--- src/rtl/pmp_match_pkg.sv ---
package pmp_match_pkg;

  typedef enum logic [1:0] {
    MODE_OFF   = 2'd0,
    MODE_TOR   = 2'd1,
    MODE_NA4   = 2'd2,
    MODE_NAPOT = 2'd3
  } regionMode_e;

  typedef enum logic [1:0] {
    CMP_LT = 2'd0,
    CMP_EQ = 2'd1,
    CMP_GT = 2'd2
  } cmpRes_e;

  typedef struct packed {
    logic torSel;
    logic eqSel;
    logic napotSel;
  } cmpStrobe_t;

endpackage

--- src/rtl/pmp_word_cmp.sv ---
module pmp_word_cmp
  import pmp_match_pkg::*;
#(
  parameter int W = 32
) (
  input  logic [W-1:0] opA,
  input  logic [W-1:0] opB,
  output cmpRes_e      res
);

  logic isLt;
  logic isGt;
  logic isEq;

  assign isLt = opA < opB;
  assign isGt = opA > opB;
  assign isEq = opA == opB;

  always_comb begin
    res = CMP_EQ;
    if (isLt)      res = CMP_LT;
    else if (isGt) res = CMP_GT;
    else if (isEq) res = CMP_EQ;
  end

endmodule

--- src/rtl/pmp_match_ctrl.sv ---
module pmp_match_ctrl
  import pmp_match_pkg::*;
#(
  parameter int REG_W = 32
) (
  input  logic [1:0]       mode,
  input  logic [REG_W-1:0] regAddr,
  output cmpStrobe_t       strb,
  output logic [REG_W-1:0] cmpMask
);

  regionMode_e modeSel;
  logic [REG_W-1:0] napotMask;

  assign modeSel = regionMode_e'(mode);

  // Bit i of the mask survives only if some register bit below i is zero.
  always_comb begin
    logic onesRun;
    onesRun = 1'b1;
    for (int i = 0; i < REG_W; i++) begin
      napotMask[i] = ~onesRun;
      onesRun      = onesRun & regAddr[i];
    end
  end

  always_comb begin
    strb = '0;
    unique case (modeSel)
      MODE_TOR:   strb.torSel = 1'b1;
      MODE_NA4:   strb.eqSel  = 1'b1;
      MODE_NAPOT: begin
        strb.eqSel    = 1'b1;
        strb.napotSel = 1'b1;
      end
      default:    strb = '0;
    endcase
  end

  assign cmpMask = strb.napotSel ? napotMask : {REG_W{1'b1}};

endmodule

--- src/rtl/pmp_match_dp.sv ---
module pmp_match_dp
  import pmp_match_pkg::*;
#(
  parameter int REG_W       = 32,
  parameter bit FIRST_ENTRY = 1'b0
) (
  input  logic [REG_W-1:0] accWord,
  input  logic [REG_W-1:0] regAddr,
  input  logic [REG_W-1:0] prevAddr,
  input  cmpStrobe_t       strb,
  input  logic [REG_W-1:0] cmpMask,
  output logic             matchNext
);

  logic [REG_W-1:0] lowBound;
  cmpRes_e hiRes;
  cmpRes_e loRes;

  generate
    if (FIRST_ENTRY) begin : g_firstLow
      assign lowBound = '0;
      logic unusedPrev;
      assign unusedPrev = ^prevAddr;
    end else begin : g_prevLow
      assign lowBound = prevAddr;
    end
  endgenerate

  pmp_word_cmp #(.W(REG_W)) i_hiCmp (
    .opA (accWord & cmpMask),
    .opB (regAddr & cmpMask),
    .res (hiRes)
  );

  pmp_word_cmp #(.W(REG_W)) i_loCmp (
    .opA (accWord),
    .opB (lowBound),
    .res (loRes)
  );

  logic torHit;
  logic eqHit;

  assign torHit    = strb.torSel & (loRes != CMP_LT) & (hiRes == CMP_LT);
  assign eqHit     = strb.eqSel & (hiRes == CMP_EQ);
  assign matchNext = torHit | eqHit;

endmodule

--- src/rtl/pmp_region_match.sv ---
module pmp_region_match
  import pmp_match_pkg::*;
#(
  parameter int ADDR_W      = 34,
  parameter bit FIRST_ENTRY = 1'b0,
  localparam int REG_W      = ADDR_W - 2
) (
  input  logic              clk,
  input  logic              rstN,
  input  logic [ADDR_W-1:0] accAddr,
  input  logic [REG_W-1:0]  regAddr,
  input  logic [REG_W-1:0]  prevAddr,
  input  logic [1:0]        mode,
  output logic              hit
);

  cmpStrobe_t strb;
  logic [REG_W-1:0] cmpMask;
  logic [REG_W-1:0] accWord;
  logic matchNext;
  logic [1:0] unusedLow;

  assign accWord   = accAddr[ADDR_W-1:2];
  assign unusedLow = accAddr[1:0];

  pmp_match_ctrl #(.REG_W(REG_W)) i_ctrl (
    .mode    (mode),
    .regAddr (regAddr),
    .strb    (strb),
    .cmpMask (cmpMask)
  );

  pmp_match_dp #(.REG_W(REG_W), .FIRST_ENTRY(FIRST_ENTRY)) i_dp (
    .accWord   (accWord),
    .regAddr   (regAddr),
    .prevAddr  (prevAddr),
    .strb      (strb),
    .cmpMask   (cmpMask),
    .matchNext (matchNext)
  );

  always_ff @(posedge clk or negedge rstN) begin
    if (!rstN) hit <= 1'b0;
    else       hit <= matchNext;
  end

endmodule

--- config.mk ---
export PLATFORM = sky130hd
export DESIGN_NAME = pmp_region_match
export DESIGN_NICKNAME = d
export VERILOG_FILES = /design/src/rtl/pmp_match_pkg.sv /design/src/rtl/pmp_word_cmp.sv /design/src/rtl/pmp_match_ctrl.sv /design/src/rtl/pmp_match_dp.sv /design/src/rtl/pmp_region_match.sv
export SDC_FILE = /design/constraint.sdc
export NUM_CORES = 1
export LEC_CHECK = 0
export BUFFER_PORTS_ARGS = -buffer_cell sky130_fd_sc_hd__buf_4
export CAP_MARGIN = 20
export CORE_MARGIN = 2
export CORE_UTILIZATION = 52
export CTS_CLUSTER_DIAMETER = 100
export DETAILED_ROUTE_END_ITERATION = 7
export HOLD_SLACK_MARGIN = 0.05
export PLACE_DENSITY = 0.92
export SLEW_MARGIN = 20
export SYNTH_ARGS = -nofsm -noshare
export SYNTH_HDL_FRONTEND = slang
export SYNTH_SLANG_ARGS = --single-unit
--- constraint.sdc ---
create_clock -name clk -period 0.8 [get_ports clk]
set_input_delay 0.04 -clock clk [delete_from_list [all_inputs] [get_ports clk]]
set_output_delay 0.04 -clock clk [all_outputs]
set_load 0.02 [all_outputs]
==> Word level (Yosys, flattened, before mapping) <==
Index checks and enable logic that the tools add are counted.
{ "word_totals": {"memories": 0, "mem_bits_ro": 0, "reg_bits": 1, "latchBits": 0, "out_inout_bits": 1, "mem_bits_rw": 0, "in_bits": 102, "word_cells": 87} }
{ "classes": {"n_mul": 0, "reduce_logical": 3, "bitwise_logic": 67, "n_shift": 0, "n_eq_ne": 4, "n_div": 0, "mux": 8, "magnitude_cmp": 4, "n_addsub": 0} }
{ "ops": {"columns": ["operator", "n"], "rows": [
  ["$and 32x32->32", 2],
  ["$gt 32x32->1", 2],
  ["$lt 32x32->1", 2],
  ["$and 1x1->1", 33],
  ["$mux 32", 1],
  ["$not 1->1", 31],
  ["$mux 2", 4],
  ["$eq 2x1->1 const B", 2],
  ["$eq 2x2->1 const B", 2],
  ["$mux 1", 3],
  ["$logic_not 2->1", 1],
  ["$reduce_bool 2->1", 1],
  ["$reduce_or 2->1", 1],
  ["$or 1x1->1", 1]
]} }

==> Logic depth before layout (Yosys ltp) <==
Gate-level depths: netlist (run 1).
{ "depth": {"ltp_word": 39, "ltp_mapped": 15, "mapped_depth_nobuf": 15} }

==> By module <==
Synthesis (run 1) repeated with hierarchy kept, for this count alone.
{ "hier_totals": {"cells_unflattened": 357, "area_unflattened_um2": 2444.8} }
{ "modules_own_cells": {"columns": ["module", "area_per_inst_um2", "seq_area_each_um2", "cells_each", "instances"], "rows": [
  ["pmp_word_cmp", 829.5, 0.0, 114, 2],
  ["pmp_match_dp", 420.4, 0.0, 68, 1],
  ["pmp_match_ctrl", 340.3, 0.0, 60, 1],
  ["pmp_region_match", 25.0, 25.0, 1, 1]
]} }

==> Least setup slack after synthesis (run 1) <==
Ideal clock, no wire load.
{ "synth_timing": {"kind": "input port to flip-flop", "start": "in regAddr[1]", "end": "reg hit", "stages": 14, "setup_ps": 74, "n_path_buf": 0, "required_time_ps": 726, "slack_ps": -3322, "t_arrival_ps": 4048, "path_cell_list": "and4_1 -> nand4_1 -> nor4b_4 -> nand4_1 -> nor4_1 -> nand3_1 -> and2_1 -> ha_1 -> nand4_1 -> or2_1 -> or4_1 -> or4_1 -> or4_4 -> o21ai_2"} }
{ "synth_between": {"elab_chain_cells": 39, "word_cells_on_any_way": 72, "cone_classes": "order compare: 2; eq/ne: 1; mux: 3; bitwise: 65; reduce/logical: 1"} }
{ "synth_lines": {"columns": ["element", "line_no", "text"], "rows": [
  ["from (decl)", "pmp_region_match.sv:11", "input logic [REG_W-1:0] regAddr,"],
  ["$and 1x1->1 (30 in a row)", "pmp_match_ctrl.sv:23", "onesRun = onesRun & regAddr[i];"],
  ["$not 1->1", "pmp_match_ctrl.sv:22", "napotMask[i] = ~onesRun;"],
  ["$mux 32", "pmp_match_ctrl.sv:40", "assign cmpMask = strb.napotSel ? napotMask : {REG_W{1'b1}};"],
  ["$and 32x32->32 (on tied branches)", "pmp_match_dp.sv:30, pmp_match_dp.sv:31", null],
  ["$gt 32x32->1", "pmp_word_cmp.sv:16", "assign isGt = opA > opB;"],
  ["$mux 2", "pmp_word_cmp.sv:22", "else if (isGt) res = CMP_GT;"],
  ["$mux 2 *", "pmp_word_cmp.sv:21", "if (isLt) res = CMP_LT;"],
  ["$eq 2x1->1 / $logic_not 2->1 (equally long branches)", "pmp_match_dp.sv:45, pmp_match_dp.sv:44", null],
  ["$and 1x1->1 (on tied branches)", "pmp_match_dp.sv:45, pmp_match_dp.sv:44", null],
  ["$or 1x1->1 *", "pmp_match_dp.sv:46", "assign matchNext = torHit | eqHit;"],
  ["via i_dp.matchNext", "pmp_match_dp.sv:12", "output logic matchNext"],
  ["to (signal assigned)", "pmp_region_match.sv:44", "else hit <= matchNext;"],
  ["to (decl)", "pmp_region_match.sv:14", "output logic hit"]
]} }
Mark *: on every way through the listed nets, which the timed path passes. The rest lies on a longest branch.

==> Final worst setup path (run 1) <==
{ "layout_timing": {"start": "in regAddr[0]", "end": "reg hit"} }
The elaborated chain is that of the path after synthesis.

==> results of run 1 <==
[power groups by stage]
stage                     registers, W  clock network (W)  logic, W
after floorplan              0.0000563                  0  0.000695
after global placement       0.0000538                  0   0.00148
after CTS                    0.0000538                  0   0.00167
after global routing         0.0000547                  0   0.00205
after detailed placement     0.0000538                  0   0.00159
final                        0.0000547      0.00000000334   0.00195
[cells in the mapped netlist (2+ instances only)]
master    number  area share [%]
o21a_1         8             2.8
a2111o_1       2             1.1
ha_1          63              37
a211oi_1       2            0.71
a31oi_1        3            0.89
o21ai_0       23             5.4
nor2_1         6             1.1
a21oi_1       20             4.7
nor2b_1        6             1.8
nand4_1       16             4.7
inv_1         43             7.6
or4_1          3             1.1
and3_1         2            0.59
a21o_1         4             1.4
nand2b_1       3            0.89
and2_1        23             6.8
nand3_1       15             3.5
nor3_1         6             1.4
nand2_1       46             8.2
or2_2          2            0.59
[layer usage]
layer	GRT usage (%)	up-vias
met5	0	-
li1	-	1491
met1	47.5	1549
met3	15.2	165
met2	80.4	411
met4	35.5	0
[final cells by class]
class                   instances  area, um2  area share, %
flip-flops and latches          1       25.0          0.685
repair buffers                182       1380           37.8
diodes                          1       2.50         0.0685
inverters                      43        161           4.42
multi-input cells             267       2020           55.3
well taps                      50       62.6           1.71
[critical path: stages]
cell and delay (ns):
buf_6 0.08, and4_4 0.24, nand4_1 0.22, nor4b_4 0.38
nand4_1 0.13, buf_4 0.19, or2_2 0.32, and2_1 0.18
ha_1 0.42, nand4_1 0.31, or2_1 0.36, or4_4 0.51
or4_4 0.45, o21ai_0 0.32, a211o_1 0.17, o21ai_2 0.05
[per-stage QoR]
| stage | setup WS (ns) | utilization, % | std cells | hold WS (ns) | instance area (um2) |
|---|---|---|---|---|---|
| floorplan | -2.89 | - | 312 | -0.256 | 2140 |
| global placement | -3.04 | 85.8 | 522 | -0.184 | 3410 |
| detailed placement | -3.32 | 85.8 | 522 | -0.184 | 3410 |
| CTS | -3.06 | 90.8 | 540 | 0.390 | 3610 |
| global route | -3.68 | 91.9 | 543 | 0.418 | 3650 |
| finish | -3.70 | 91.9 | 544 | 0.429 | 3650 |
[cells by family after synthesis]
| group | Yosys count | synth area share, % |
|---|---|---|
| AND/OR/NAND/NOR | 135 | 33.9 |
| AO/OA/AOI/OAI | 69 | 19.8 |
| adder cells (fa/ha/maj) | 63 | 37.3 |
| buffers and inverters | 44 | 7.81 |
| flip-flops | 1 | 1.18 |
[worst paths after layout]
| check | endpoint | slack (ns) | cells past startpoint |
|---|---|---|---|
| worst max-delay path | hit | -3.70 | 16 |
| worst min-delay path | hit | 0.43 | 2 |
| max in group asynchronous | hit | 0.29 | 2 |
| min in group clk | hit | 0.55 | 1 |
[what timing repair did]
action | in CTS | in global routing
buffers inserted | 17 | 3
hold endpoints to repair | 1 | 0
pin swaps | 11 | 6
setup endpoints to repair | 1 | 1
hold buffers | 1 | 0
gates resized for setup | 11 | 5
==> flow_summary.yaml, run 1 <==
die:
  dieHeight_um: 67.8
  pin_count: 103
  core_mm2: 0.00397
  dieWidth_um: 67.8
  start_util_pct: 53.3
  die_area_mm2: 0.00459
  row_count: 23
power:
  combPwrFrac_pct: 97.3
  ir_drop_v: 0.000357
  intPower_w: 0.00104
  p_switching_w: 0.000962
  swShare_pct: 48.0
  power_frac_seq_pct: 2.7
  p_per_area_mw_per_mm2: 550
  p_leak_nw: 2.01
  p_total_w: 0.00201
  pwr-share-clk_pct: 0
status:
  status: "complete, but fails checks"
  violations: "DRC, setup timing"
clock_tree:
  path_clk_slew_ns: 0
drt:
  drt_wl_total_um: 11900
  wl_met3_um: 1700
  drtIter0Drc: 493
  routed_via_density: 6.65
  drc: 5
  top_layer: "met4"
  wl_met2_um: 5140
  post_drt_wl_per_cell_um: 21.9
  met1_length_um: 3750
  drt_pre_antenna_iters: 8
  postRouteAntennaNets: 0
  via_count: 3616
worst_setup_path:
  crit_path_end_kind: "flip-flop"
  worst_setup_path_start_kind: "primary input"
  crit_type: "in2reg"
  critPathRequiredTime_ns: 0.68
  arrival_ns: 4.38
  path_max_fanout: 4
  crit_start: "regAddr[0]"
place:
  gp_congestion: 0.914
  dp.final_hpwl_um: 7240
  portBuffers: 100
sta:
  drv_slew: 0
  rsz0062_at_grt: "true"
  min_period_over_period_pct: 563
  slew_headroom_pct: 52.4
  max_freq_mhz: 222
  final.setup.tns_ns: -3.70
  period_needed_ns: 4.50
  worst_slack_ns: -3.70
  final-setup-viol-count: 1
  finalHoldViolations: 0
  worst_slew_pin_slew_ns: 0.714
finish:
  largest_reg_flops: 1
  max_flop_register: "hit"
  area_growth_pct: 72.6
  fin_nets: 660
  drive_gt1_share_pct: 40.8
  final_common_cell: "buf_4"
  nFillCells: 168
  top_regs: "hit x1"
  final_cell_mix: "buf_4 (178), ha_1 (60), nand2_1 (46), inv_1 (43), o21ai_0 (22)"
global_routing:
  grt_max_degree: 7
  grt_first_pass_wirelength_um: 16300
  grt_usage_pct: 47.1
  grt_pass1_vias: 3535
  grt-ovfl-total: 0
  antenna_found_initial: 1
synth:
  ys_async_sr_fraction_pct: 100
  yosys_warnings: 0
  ys_seq_elements: 1
  yosysUniqueCellTypes: 36
  synth_ff_type: "dfrtp_1"
  synth_fp_nets: 477
  syn_avg_cell_area_um2: 6.78
  synthCells: 312
  ys_seq_area_share_pct: 1.18
  syn_area_mm2: 0.00212
  synth_edf_count: 0
flow_run:
  max_cap_viol_count: 0
min_path:
  hp-class: "in2async"
Power figures use the tool's default switching activity.
==> run 2, diff against run 1 <==
--- a/config.mk
+++ b/config.mk
@@ -7,12 +7,12 @@
 export LEC_CHECK = 0
 export BUFFER_PORTS_ARGS = -buffer_cell sky130_fd_sc_hd__buf_4
 export CAP_MARGIN = 20
-export CORE_MARGIN = 2
-export CORE_UTILIZATION = 52
+export CORE_MARGIN = 5
+export CORE_UTILIZATION = 48
 export CTS_CLUSTER_DIAMETER = 100
 export DETAILED_ROUTE_END_ITERATION = 7
 export HOLD_SLACK_MARGIN = 0.05
-export PLACE_DENSITY = 0.92
+export PLACE_DENSITY = 0.86
 export SLEW_MARGIN = 20
 export SYNTH_ARGS = -nofsm -noshare
 export SYNTH_HDL_FRONTEND = slang
==> constraint.sdc (replaced) <==
create_clock -name clk -period 4.6 [get_ports clk]
set_input_delay 0.23 -clock clk [delete_from_list [all_inputs] [get_ports clk]]
set_output_delay 0.23 -clock clk [all_outputs]
set_load 0.02 [all_outputs]
==> run 2 against run 1 <==
  * The run now ends clean
  * Hold slack gained 0.14 ns
  * Combinational power shrank 88%
  * Critical path depth shrank 1
  * Die area grew 27%
  * Final cell count shrank 14%
  * Via count shrank 30%
  * Routed wire length shrank 49%
  * Worst setup slack gained 3.8 ns
  * Total power shrank 88%
  * Highest routed layer unchanged
==> flow_summary.yaml, run 2 (synthesis results as in run 1) <==
drt:
  drt_pre_antenna_iters: 4
  routed_via_density: 5.41
  post_drt_wl_per_cell_um: 12.9
  drc: 0
  via_count: 2542
  drtIter0Drc: 93
  drt_wl_total_um: 6080
  postRouteAntennaNets: 0
power:
  power_frac_seq_pct: 3.9
  ir_drop_v: 0.0000366
  p_switching_w: 0.000105
  p_per_area_mw_per_mm2: 79.4
  swShare_pct: 44.0
  intPower_w: 0.000134
  combPwrFrac_pct: 96.1
  p_leak_nw: 1.64
  pwr-share-clk_pct: 0
global_routing:
  antenna_found_initial: 0
  grt_usage_pct: 18.8
  use_met2_pct: 35.5
  grt_pass1_vias: 2402
  grt-ovfl-total: 0
  grt_use_met3_pct: 2.25
  grt_first_pass_wirelength_um: 9740
  use_met1_pct: 23.4
  busiest_layer: "met2"
  grt_max_degree: 9
finish:
  max_flop_register: "hit"
  drive_gt1_share_pct: 27.8
  antennaDiodeCount: 0
  area_growth_pct: 42.3
  final_cell_mix: "buf_4 (106), ha_1 (62), nand2_1 (46), inv_1 (43)"
  fin_nets: 585
  largest_reg_flops: 1
  top_regs: "hit x1"
  final_common_cell: "buf_4"
worst_setup_path:
  worst_setup_path_start_kind: "primary input"
  path_max_fanout: 5
  path_cells: "buf_4 > and4_4 > nand4_1 > nor4b_4 > nand4_1 > buf_4 > or3_1 > and2_1 > ha_1 > nand4_1 > or2_1 > or4_4 > or4_4 > or4_4 > o21ai_2"
  crit_slowest_cell: "or4_4"
  critPathRequiredTime_ns: 4.52
  crit_type: "in2reg"
  arrival_ns: 4.39
  crit_path_end_kind: "flip-flop"
  critPathMaxStageDelay_ns: 0.54
  crit_start: "mode[0]"
sta:
  final.setup.tns_ns: 0
  min_period_over_period_pct: 97.1
  max_freq_mhz: 224
  slew_headroom_pct: 76.4
  rsz0062_at_grt: "false"
  final-setup-viol-count: 0
  finalHoldViolations: 0
  hold_slack_ns: 0.571
  period_needed_ns: 4.47
  drv_slew: 0
  worst_slew_pin_slew_ns: 0.349
status:
  status: "completed"
place:
  gp_congestion: 0.857
  dp.final_hpwl_um: 5620
  portBuffers: 100
clock_tree:
  path_clk_slew_ns: 0
die:
  core_mm2: 0.00432
  dieWidth_um: 76.4
  dieHeight_um: 76.4
  pin_count: 103
  die_area_mm2: 0.00584
  start_util_pct: 48.9
  row_count: 24
min_path:
  hp-class: "in2async"
flow_run:
  max_cap_viol_count: 0
[run 2: changes by cell type in the layout (fill, tap and decap cells not counted), sizes merged]
| cell | previous run | this run |
|---|---|---|
| diode | 1 | 0 |
| buf | 181 | 106 |
[run 2: layout make-up]
type | instances | area (um2)
well taps | 52 | 65.1
inverters | 43 | 161
repair buffers | 107 | 806
fillers | 359 | 1310
flip-flops and latches | 1 | 25.0
multi-input cells | 267 | 1950
[run 2: per-layer routing]
metal | up-vias | wire length, um
met5 | - | 0
met4 | 0 | 44
met3 | 4 | 347
met2 | 78 | 3080
met1 | 1123 | 2600
li1 | 1337 | -
[run 2: worst paths after layout]
check | to | slack (ns) | cells after the start
setup / recovery | hit | 0.13 | 15
hold / removal | hit | 0.57 | 2
max in group asynchronous | hit | 3.95 | 2
min in group clk | hit | 0.64 | 4
[run 2: worst max-delay path, delay by kind of cell]
kind            cells  cell delay, ns
compound gates      1            0.12
fa+ha+maj           1            0.31
buf+inv             2            0.31
simple gates       11            3.42
[run 2: power groups by stage]
stage	Clock, W	Sequential [W]	Combinational (W)
finish	0	0.00000936	0.000230
global route	0	0.00000945	0.000261
CTS	0	0.00000936	0.000228
detailed placement	0	0.00000936	0.000226
global placement	0	0.00000935	0.000217
floorplan	0	0.00000979	0.000119
[run 2: through the flow]
stage / cell area (um2) / cells / util (%) / power (W) / worst slack [ns]
floorplan: 2120 / 312 / - / 0.000129 / 0.288
global placement: 2960 / 467 / 68.4 / 0.000227 / 0.184
detailed placement: 2960 / 467 / 68.4 / 0.000235 / 0.0138
CTS: 2970 / 468 / 68.6 / 0.000237 / 0.00489
global route: 3010 / 470 / 69.6 / 0.000271 / 0.0137
finish: 3010 / 470 / 69.6 / 0.000239 / 0.134
[run 2: timing repair]
action	4_1_cts	5_1_grt
gates resized for setup	0	5
hold buffers	1	0
buffers inserted	0	2
endpoints found under the hold margin	1	0
endpoints found under the setup margin	0	1
==> run 3, diff against run 2 <==
--- a/config.mk
+++ b/config.mk
@@ -11,6 +11,7 @@
 export CORE_UTILIZATION = 48
 export CTS_CLUSTER_DIAMETER = 100
 export DETAILED_ROUTE_END_ITERATION = 7
+export GPL_TIMING_DRIVEN = 0
 export HOLD_SLACK_MARGIN = 0.05
 export PLACE_DENSITY = 0.86
 export SLEW_MARGIN = 20
==> constraint.sdc (replaced) <==
create_clock -name clk -period 4.9 [get_ports clk]
set_input_delay 0.245 -clock clk [delete_from_list [all_inputs] [get_ports clk]]
set_output_delay 0.245 -clock clk [all_outputs]
set_load 0.02 [all_outputs]
==> run 3 against run 2 <==
  * Critical path depth rose by 1
  * First-iteration DRC count down 19%
  * Core utilization is 0.58 points lower
  * Final cell count shrank 0.21%
  * Combinational power is 7% lower
  * Hold slack gained 0.043 ns
  * Via count shrank 0.24%
  * Total power down 7.4%
  * Sequential share of layout area is essentially flat
  * Sequential power decreased by 6.2%
==> flow_summary.yaml, run 3 (synthesis results as in run 1) <==
power:
  p_leak_nw: 1.63
  p_per_area_mw_per_mm2: 74.2
  ir_drop_v: 0.0000398
global_routing:
  grt_first_pass_wirelength_um: 10100
  grt-ovfl-total: 0
  grt_max_degree: 9
  grt_usage_pct: 19.4
  antenna_found_initial: 0
  grt_pass1_vias: 2400
status:
  status: "completed"
sta:
  rsz0062_at_grt: "false"
  min_period_over_period_pct: 94.9
  final-setup-viol-count: 0
  finalHoldViolations: 0
  worst_slack_ns: 0.249
  period_needed_ns: 4.65
  final.setup.tns_ns: 0
  max_freq_mhz: 215
  worst_slew_pin_slew_ns: 0.399
  slew_headroom_pct: 73.1
  drv_slew: 0
drt:
  drtIter0Drc: 75
  postRouteAntennaNets: 0
  drt_wl_total_um: 6000
  via_count: 2536
  routed_via_density: 5.41
  post_drt_wl_per_cell_um: 12.8
  drc: 0
  drt_pre_antenna_iters: 6
worst_setup_path:
  cp_num_cells: 16
  worst_setup_path_start_kind: "primary input"
  path_max_fanout: 5
  crit_type: "in2reg"
  crit_slowest_cell: "or4_1"
  crit_path_end_kind: "flip-flop"
  endpoint: "hit"
  crit_buf_inv: 2
  arrival_ns: 4.58
  critPathRequiredTime_ns: 4.82
  crit_start: "mode[0]"
  critical_path.most_common_cell: "nand4_1"
  path_cells: "buf_4 > and4_1 > nand4_1 > nor4b_4 > nand4_1 > buf_4 > nor4_4 > nand3_1 > and2_1 > ha_1 > nand4_1 > or2_1 > or4_1 > or4_1 > or4_4 > o21ai_2"
  crit_family: "simple AND/OR/NAND/NOR gates"
  critPathMaxStageDelay_ns: 0.60
finish:
  fin_nets: 584
  largest_reg_flops: 1
  final_cell_mix: "buf_4 (104), ha_1 (63), nand2_1 (46), inv_1 (43)"
  top_regs: "hit x1"
  drive_gt1_share_pct: 26.4
  max_flop_register: "hit"
  fin_util_pct: 69.1
  area_growth_pct: 41.2
  final_common_cell: "buf_4"
  antennaDiodeCount: 0
die:
  core_mm2: 0.00432
  dieHeight_um: 76.4
  start_util_pct: 48.9
  dieWidth_um: 76.4
  pin_count: 103
  row_count: 24
  die_area_mm2: 0.00584
place:
  dp.final_hpwl_um: 5580
  pre_cts_slack_ns: -0.277
  portBuffers: 100
  gp_congestion: 0.785
flow_run:
  max_cap_viol_count: 0
min_path:
  hp-class: "in2async"
clock_tree:
  path_clk_slew_ns: 0
-- run 3: per-stage QoR --
stage	cells	hold slack [ns]	area [um2]	power, W
floorplan	312	-0.0506	2120	0.000121
global placement	464	0.0209	2930	0.000211
detailed placement	464	0.0213	2930	0.000220
CTS	467	0.595	2970	0.000223
finish	469	0.614	2990	0.000222
global route	469	0.635	2990	0.000252
-- run 3: area by class of cell --
type | count | area [um2]
Buffer | 1 | 3.75
Fill cell | 396 | 1340
Inverter | 43 | 161
Multi-Input combinational cell | 267 | 1940
Sequential cell | 1 | 25.0
Tap cell | 52 | 65.1
Timing Repair Buffer | 105 | 791
-- run 3: worst min-delay path by stage --
stage / endpoint / depth (start not counted)
global placement: hit / 1
detailed placement: hit / 1
CTS: hit / 2
global route: hit / 2
floorplan: hit / 0
finish: hit / 2
-- run 3: where the power goes --
part           internal, W  leakage [nW]  switching (W)   total (W)
Clock                    0             0              0           0
Sequential      0.00000871        0.0138   0.0000000694  0.00000878
Combinational     0.000116          1.62      0.0000971    0.000213
-- run 3: layer usage --
layer	wire length (um)	part of all wire [%]	track usage, %
met1	2610	43	24.1
met2	3050	51	36.3
met3	312	5.2	3.07
met4	40	0.67	1.40
met5	0	0	0
-- run 3: what timing repair did --
| item | CTS | global route |
|---|---|---|
| pin swaps | 2 | 3 |
| buffers inserted | 2 | 2 |
| hold buffers | 1 | 0 |
| setup endpoints to repair | 1 | 1 |
| resized for setup | 2 | 0 |
| endpoints found under the hold margin | 1 | 0 |
